<file path="config.mk">
export PLATFORM = sky130hd
export DESIGN_NAME = arb3_top
export DESIGN_NICKNAME = d
export VERILOG_FILES = /design/src/rtl/arb3_pkg.sv /design/src/rtl/arb3_pick.sv /design/src/rtl/arb3_release.sv /design/src/rtl/arb3_seq.sv /design/src/rtl/arb3_top.sv
export SDC_FILE = /design/constraint.sdc
export NUM_CORES = 1
export LEC_CHECK = 0
export ABC_AREA = 1
export CAP_MARGIN = 0
export CORE_AREA = 4 4 41 43
export DETAILED_ROUTE_END_ITERATION = 16
export DIE_AREA = 0 0 45 47
export GPL_TIMING_DRIVEN = 0
export PLACE_DENSITY = 0.41
export SLEW_MARGIN = 20
export SYNTH_ARGS = -nofsm -noshare
export SYNTH_HDL_FRONTEND = slang
export SYNTH_SLANG_ARGS = --single-unit
</file>
<file path="constraint.sdc">
create_clock -name clk -period 0.9 [get_ports clk]
set_clock_uncertainty 0.2 [all_clocks]
set_input_delay 0.09 -clock clk [delete_from_list [all_inputs] [get_ports clk]]
set_output_delay 0.09 -clock clk [all_outputs]
set_load 0.05 [all_outputs]
</file>
<file path="src/rtl/arb3_pkg.sv">
// Shared types for the three-master arbiter.
// Assumes: exactly one local master and two potential masters.
package arb3_pkg;

    // Bus ownership; OWN_GAP is the dead cycle in which nobody holds a grant.
    typedef enum logic [1:0] {
        OWN_LOC = 2'd0,
        OWN_P0  = 2'd1,
        OWN_P1  = 2'd2,
        OWN_GAP = 2'd3
    } owner_e;

    localparam int unsigned NUM_PM = 2;

endpackage

</file>
<file path="src/rtl/arb3_pick.sv">
// Priority picker: selects the next owner among the requesters.
// Order is potential 0, then potential 1, then the local master,
// which is also the parking default when nobody asks.
// Assumes: req_p is active high and already synchronous.
module arb3_pick
    import arb3_pkg::*;
(
    input  logic [NUM_PM-1:0] req_p,
    output owner_e            winner
);

    // Fixed-priority choice of the next owner.
    always_comb begin
        if (req_p[0])      winner = OWN_P0;
        else if (req_p[1]) winner = OWN_P1;
        else               winner = OWN_LOC;
    end


    always_comb begin
        prio_order_chk: assert (!req_p[0] || winner == OWN_P0);
    end

endmodule

</file>
<file path="src/rtl/arb3_release.sv">
// Release detector: says when the current owner has finished with the bus.
// The local master gives up the bus only when it is not requesting and a
// potential master is waiting. A potential master gives it up when it
// drops its request. Either way the strobe must be idle.
// Assumes: strobe_idle is high when no transfer is in progress.
module arb3_release
    import arb3_pkg::*;
(
    input  owner_e            owner,
    input  logic              loc_req,
    input  logic [NUM_PM-1:0] req_p,
    input  logic              strobe_idle,
    output logic              release_now
);

    logic done;

    // Decide whether the present owner is finished.
    always_comb begin
        unique case (owner)
            OWN_LOC: done = !loc_req && (|req_p);
            OWN_P0:  done = !req_p[0];
            OWN_P1:  done = !req_p[1];
            default: done = 1'b0;
        endcase
    end

    // A finished owner may let go only while the strobe is idle.
    assign release_now = done && strobe_idle;

endmodule

</file>
<file path="src/rtl/arb3_seq.sv">
// Ownership sequencer: holds the owner register. It moves to the dead
// cycle on release, then hands the bus to the picker's winner once the
// strobe is idle.
// Assumes: synchronous active-low reset; reset parks on the local master.
module arb3_seq
    import arb3_pkg::*;
(
    input  logic              clk,
    input  logic              rst_n,
    input  logic              release_now,
    input  logic              strobe_idle,
    input  logic [NUM_PM-1:0] req_p,
    input  owner_e            winner,
    output owner_e            owner
);

    owner_e owner_q;
    owner_e owner_d;

    // Next-owner logic: hold, enter the gap, or leave the gap.
    always_comb begin
        owner_d = owner_q;
        if (owner_q == OWN_GAP) begin
            if (strobe_idle) owner_d = winner;
        end else if (release_now) begin
            owner_d = OWN_GAP;
        end
    end

    // Owner register with synchronous reset to the parking owner.
    always_ff @(posedge clk) begin
        if (!rst_n) owner_q <= OWN_LOC;
        else        owner_q <= owner_d;
    end

    assign owner = owner_q;


    p0_hold_chk: assert property (@(posedge clk) disable iff (!rst_n)
        (owner_q == OWN_P0 && req_p[0]) |=> owner_q == OWN_P0);


    busy_hold_chk: assert property (@(posedge clk) disable iff (!rst_n)
        (owner_q != OWN_GAP && !strobe_idle) |=> $stable(owner_q));


    via_gap_chk: assert property (@(posedge clk) disable iff (!rst_n)
        (owner_q != OWN_GAP) |=> (owner_q == $past(owner_q) || owner_q == OWN_GAP));


    gap_wait_chk: assert property (@(posedge clk) disable iff (!rst_n)
        (owner_q == OWN_GAP && !strobe_idle) |=> owner_q == OWN_GAP);

endmodule

</file>
<file path="src/rtl/arb3_top.sv">
// Three-master bus arbiter for the default-master board.
// It turns the active-low backplane lines into internal active-high form,
// picks and sequences ownership, and decodes the owner into grants.
// Assumes: every input is synchronous to clk.
module arb3_top
    import arb3_pkg::*;
(
    input  logic              clk,
    input  logic              rst_n,
    input  logic              loc_req,
    input  logic [NUM_PM-1:0] pm_req_n,
    input  logic              adr_stb_n,
    output logic              loc_gnt,
    output logic [NUM_PM-1:0] pm_gnt_n
);

    logic [NUM_PM-1:0] req_p;
    logic              strobe_idle;
    logic              release_now;
    owner_e            winner;
    owner_e            owner;

    assign req_p       = ~pm_req_n;
    assign strobe_idle = adr_stb_n;

    arb3_pick u_pick (
        .req_p  (req_p),
        .winner (winner)
    );

    arb3_release u_rel (
        .owner       (owner),
        .loc_req     (loc_req),
        .req_p       (req_p),
        .strobe_idle (strobe_idle),
        .release_now (release_now)
    );

    arb3_seq u_seq (
        .clk         (clk),
        .rst_n       (rst_n),
        .release_now (release_now),
        .strobe_idle (strobe_idle),
        .req_p       (req_p),
        .winner      (winner),
        .owner       (owner)
    );

    // Decode the owner into one grant line per potential master.
    for (genvar g = 0; g < NUM_PM; g++) begin : g_gnt
        assign pm_gnt_n[g] = (owner != owner_e'(g + 1));
    end

    assign loc_gnt = (owner == OWN_LOC);


    one_owner_chk: assert property (@(posedge clk) disable iff (!rst_n)
        $onehot0({loc_gnt, ~pm_gnt_n}));


    park_stay_chk: assert property (@(posedge clk) disable iff (!rst_n)
        (loc_gnt && &pm_req_n) |=> loc_gnt);

endmodule

</file>
Word level (Yosys, flattened, before mapping):

Index checks and enable logic that the tools add are counted.

* equality and inequality tests: 6
* multiplexer cells: 6
* bitwise operators: 1
* reductions and logical operators: 9

Operator list (number)
* two-way mux 2 bit: 5
* == test 2 bit (second input constant): 2
* != test 2 bit (second input constant): 2
* zero test 1 bit: 3
* one-hot mux 1 bit (3 select lines): 1
* == test 2 x 1 -> 1 bit (second input constant): 1
* logical AND 1 bit: 2
* zero test 2 bit: 1
* != test 2 x 1 -> 1 bit (second input constant): 1
* inverter 2 bit: 1
* AND reduction 2 bit: 1
* nonzero test 2 bit: 1
* OR reduction 2 bit: 1

* register bits after elaboration: 2
* input port bits: 6
* output and inout bits: 3
* word-level logic and storage cells: 23

Logic depth before layout (Yosys ltp):

* depth in word-level cells: 7
* mapped depth: 5
* depth with buffers taken out: 5

By module:

Synthesis repeated with hierarchy kept, for this count alone.

* cells, all modules: 28
* area, all modules: 152.6 um^2

By module, submodules not included
* arb3_seq: instances 1, cells an instance 9, area an instance 70.1 um^2, seq. area each 40.0 um^2
* arb3_release: instances 1, cells an instance 9, area an instance 38.8 um^2, seq. area each 0.0 um^2
* arb3_top: instances 1, cells an instance 7, area an instance 26.3 um^2, seq. area each 0.0 um^2
* arb3_pick: instances 1, cells an instance 3, area an instance 17.5 um^2, seq. area each 0.0 um^2

Worst setup path before layout:

OpenSTA, ideal clock, no wires.

* path kind: register to register
* start: register u_seq.owner_q[0], in the netlist u_seq.owner[0]
* end: register u_seq.owner_q[1], in the netlist u_seq.owner[1]
* setup time: 70 ps
* arrival: 1166 ps
* data required time: 630 ps
* setup slack: -536 ps
* stages on the path, launching flop included: 6
* path buffers: 0
* clock period less this slack: 1436 ps
* cell sequence: dfxtp_1 -> nor2_2 -> nand3_1 -> nand3_1 -> nand2_1 -> a21oi_1

* cells in the longest elaborated chain, start to end: 5
* elaborated cells between the ends (all ways): 10
* classes of those cells: 4 x eq/ne; 2 x mux; 4 x reduce/logical

Ends and longest elaborated chain
* start: declaration: line arb3_seq.sv:17 `owner_e owner_q;`
* start signal: assignment: line arb3_seq.sv:33 `else owner_q <= owner_d;`
* zero test 2 bit
* via loc_gnt: line arb3_top.sv:13 `output logic loc_gnt,`
* one-hot mux 1 bit (3 select lines): line arb3_release.sv:20 `unique case (owner)`
* logical AND 1 bit: line arb3_release.sv:29 `assign release_now = done && strobe_idle;`
* nonzero test 2 bit (no line)
* AND reduction 2 bit (no line)

The timed path passes the listed nets, and every way through them passes these cells.
A chain may end at the register's enable or synchronous reset.

Worst setup path after layout:

* start: register u_seq.owner_q[0], in the netlist u_seq.owner[0]
* end: output loc_gnt

* cells in the longest elaborated chain, start to end: 1

Ends and longest elaborated chain
* zero test 2 bit: line arb3_top.sv:54 `assign loc_gnt = (owner == OWN_LOC);`
* end: declaration: line arb3_top.sv:13

Every way passes these cells.

==> results by group <==
Drt
  – Vias: 178
  – WL/cell: 7.680 µm
  – # DRC: 0
  – Detailed Routing Iterations Pass 1: 1
  – Vias per std cell: 3.560
  – Routed wire length: 384 µm
  – First-iteration detailed-routing DRC count: 0
  – Post-route ant nets: 0

Yosys
  – Synth top area share: between 20 and 30%
  – Syn. warnings: 0
  – Mux cell area share after synthesis: 0%
  – Largest family of logic cells by synthesized area: simple AND/OR/NAND/NOR gates
  – Synth Area in Simple Gates: 39.25%
  – Cells after Synth: 23
  – Synth Area in Compound Gates: roughly 17%
  – Cell Area, Synth: 133.9 µm²
  – Library cells used by synthesis: 8
  – Yosys reg bits: 2
  – Synth Area per Inst: between 5 and 6 µm²
  – Top cells by area, synth: dfxtp_1, nand2_1, nand3_1
  – Mapped Nets: 29
  – Largest area contributor in the netlist: dfxtp_1
  – XOR/XNOR Fraction of Synth Area: 0%
  – Register area share after synthesis: 29.91%
  – Post-Synth Adder-Cell Area: 0%

STA
  – Final max-slew violation count: 0
  – Hold Vio Cnt, Final: 0
  – RSZ-0062 raised after global routing: true
  – Final period util: 127.4%
  – Final setup vio count: 5
  – Hold slack: 0.2286 ns
  – Relative slew slack: 89.98%
  – Fin Setup TNS: -1.049 ns
  – Final worst slack: -0.2462 ns
  – Fmax: 0.8725 GHz
  – Fin crit period: 1.146 ns
  – Worst slew pin tran: around 0.15 ns

GRT
  – Total track usage: between 4 and 5%
  – Largest net degree at the start of global routing: 7
  – Met3 GRT Util: around 2.7%
  – Vias in the first global route: between 150 and 200
  – Global-route wire length before repair: 669 µm
  – Met1 Track Usage GR: 4.525%
  – Gr busiest metal: met4
  – Initial antenna violation count: 0
  – M2 GR Usage: between 6 and 7%
  – GRT overflow: 0

Final layout
  – Synth-to-Final Area Change: 119.6%
  – Most frequent cells in the layout: nand2_1, clkdlybuf4s50_1, nand3_1, inv_1, clkbuf_4
  – Max reg flops: 2
  – Layout cell share with drive strength beyond 1: 40.00%
  – Inserted Diodes: 0
  – Register area: around 48 µm²
  – Multi-input gate area: 85.08 µm²
  – Fillers: 161
  – Final core utilization: 22.60%
  – Post-layout nets: 43

Worst hold path
  – Worst Hold Path Cells: 3
  – HP Start: rst_n
  – Hold WC Path Type: in2reg
  – WHS Endpoint: u_seq.owner[1]

Placed design
  – DP Worst Slack: -0.6953 ns
  – Routability cong.: 0.5974
  – Count of buffers from port buffering: 8

Clock tree
  – CTS tree: built
  – H-Tree Depth: 1
  – TritonCTS buffer count: 3
  – Clk buf depth: 2
  – Clock root buffer: clkbuf_4
  – CTS clock-pin slew for the worst setup and hold paths: 0.03 ns
  – Post-CTS Hold Fix Bufs: 0
  – Clock Latency Late Sink: 0.22 ns
  – Clock sink count: 2

Floorplan
  – Die H: 47 µm
  – Die footprint: 0.002115 mm²
  – Initial core utilization: 10.29%
  – # IOs: 9
  – Die X: 45 µm
  – Core area: 0.001301 mm²
  – # rows: 13

Job
  – Max Cap Viol: 0

Critical path
  – CP Launch Type: register
  – Crit path arrival time: about 0.86 ns
  – Critical path capture point type: output pin
  – Reg2Reg Setup Slack: -0.18 ns
  – Worst R2R Start: u_seq.owner[0]
  – Critical Path RT: 0.61 ns
  – Reg2reg end: u_seq.owner[0]
  – Worst Setup Path Type: reg2out
  – R2r worst-path depth: 5
  – Crit path max fanout: 6

Run status
  – Status: finished, violations left
  – Failing checks: negative setup slack

Pwr
  – Leak Pwr: 0.1318 nW
  – Overall power: 0.5267 mW
  – Power density cells: 1791 mW/mm²
  – Peak supply drop: 334.2 µV
-- area by class of cell --
class,instances,share of cell area (%)
Tap cell,15,6.383
Inverter,5,7.234
Sequential cell,2,16.17
Timing Repair Buffer,9,33.62
Clock buffer,3,7.660
Multi-Input combinational cell,16,28.94
-- power by group --
part | switching (mW) | internal, mW | leakage [nW] | total (mW)
combinational | 0.113 | 0.0931 | 0.100 | 0.206
clock | 0.0497 | 0.147 | 0.0138 | 0.197
sequential | 0.0223 | 0.102 | 0.0178 | 0.124
total | 0.185 | 0.342 | 0.132 | 0.527
-- through the flow --
stage | instances | instance area (µm²)
final | 50 | 294.0
after global routing | 50 | 294.0
after CTS | 49 | 284.0
after detailed placement | 46 | 242.7
after global placement | 46 | 242.7
after floorplan | 23 | 143.9
-- layer usage --
metal,routed length [µm],up-vias
met5,0,-
met4,0,0
met3,36,0
met2,176,6
met1,171,72
li1,-,100
-- cell families after synthesis --
kind of cell / count (synthesis)
AND/OR/NAND/NOR: 12
AO/OA/AOI/OAI: 4
buffers and inverters: 5
flip-flops: 2
-- worst max-delay path by stage --
stage | from | end | slack, ns
final | u_seq.owner[0] | loc_gnt | -0.25
after global routing | u_seq.owner[0] | loc_gnt | -0.30
after CTS | u_seq.owner[1] | loc_gnt | -0.26
after detailed placement | u_seq.owner[0] | pm_gnt_n[1] | -0.70
after global placement | u_seq.owner[0] | pm_gnt_n[1] | -0.71
after floorplan | u_seq.owner[1] | u_seq.owner[1] | -0.34
-- critical path: stages (launching register included) --
cell and delay (ns):
dfxtp_4 0.36, nor2_4 0.12, buf_6 0.16
-- Yosys cell counts (all sizes together) --
| cell type | count |
|---|---|
| nand3 | 4 |
| o211ai | 1 |
| a21oi | 2 |
| nor2 | 1 |
| nand2 | 7 |
| dfxtp | 2 |
| o21ai | 1 |
| inv | 5 |
-- what timing repair did --
| action | in CTS | in global routing |
|---|---|---|
| pin swaps | 2 | 1 |
| buffers inserted | 0 | 1 |
| endpoints found under the setup margin | 5 | 5 |
| resized for setup | 28 | 1 |
Note: power is estimated with default switching activity, not from simulation.
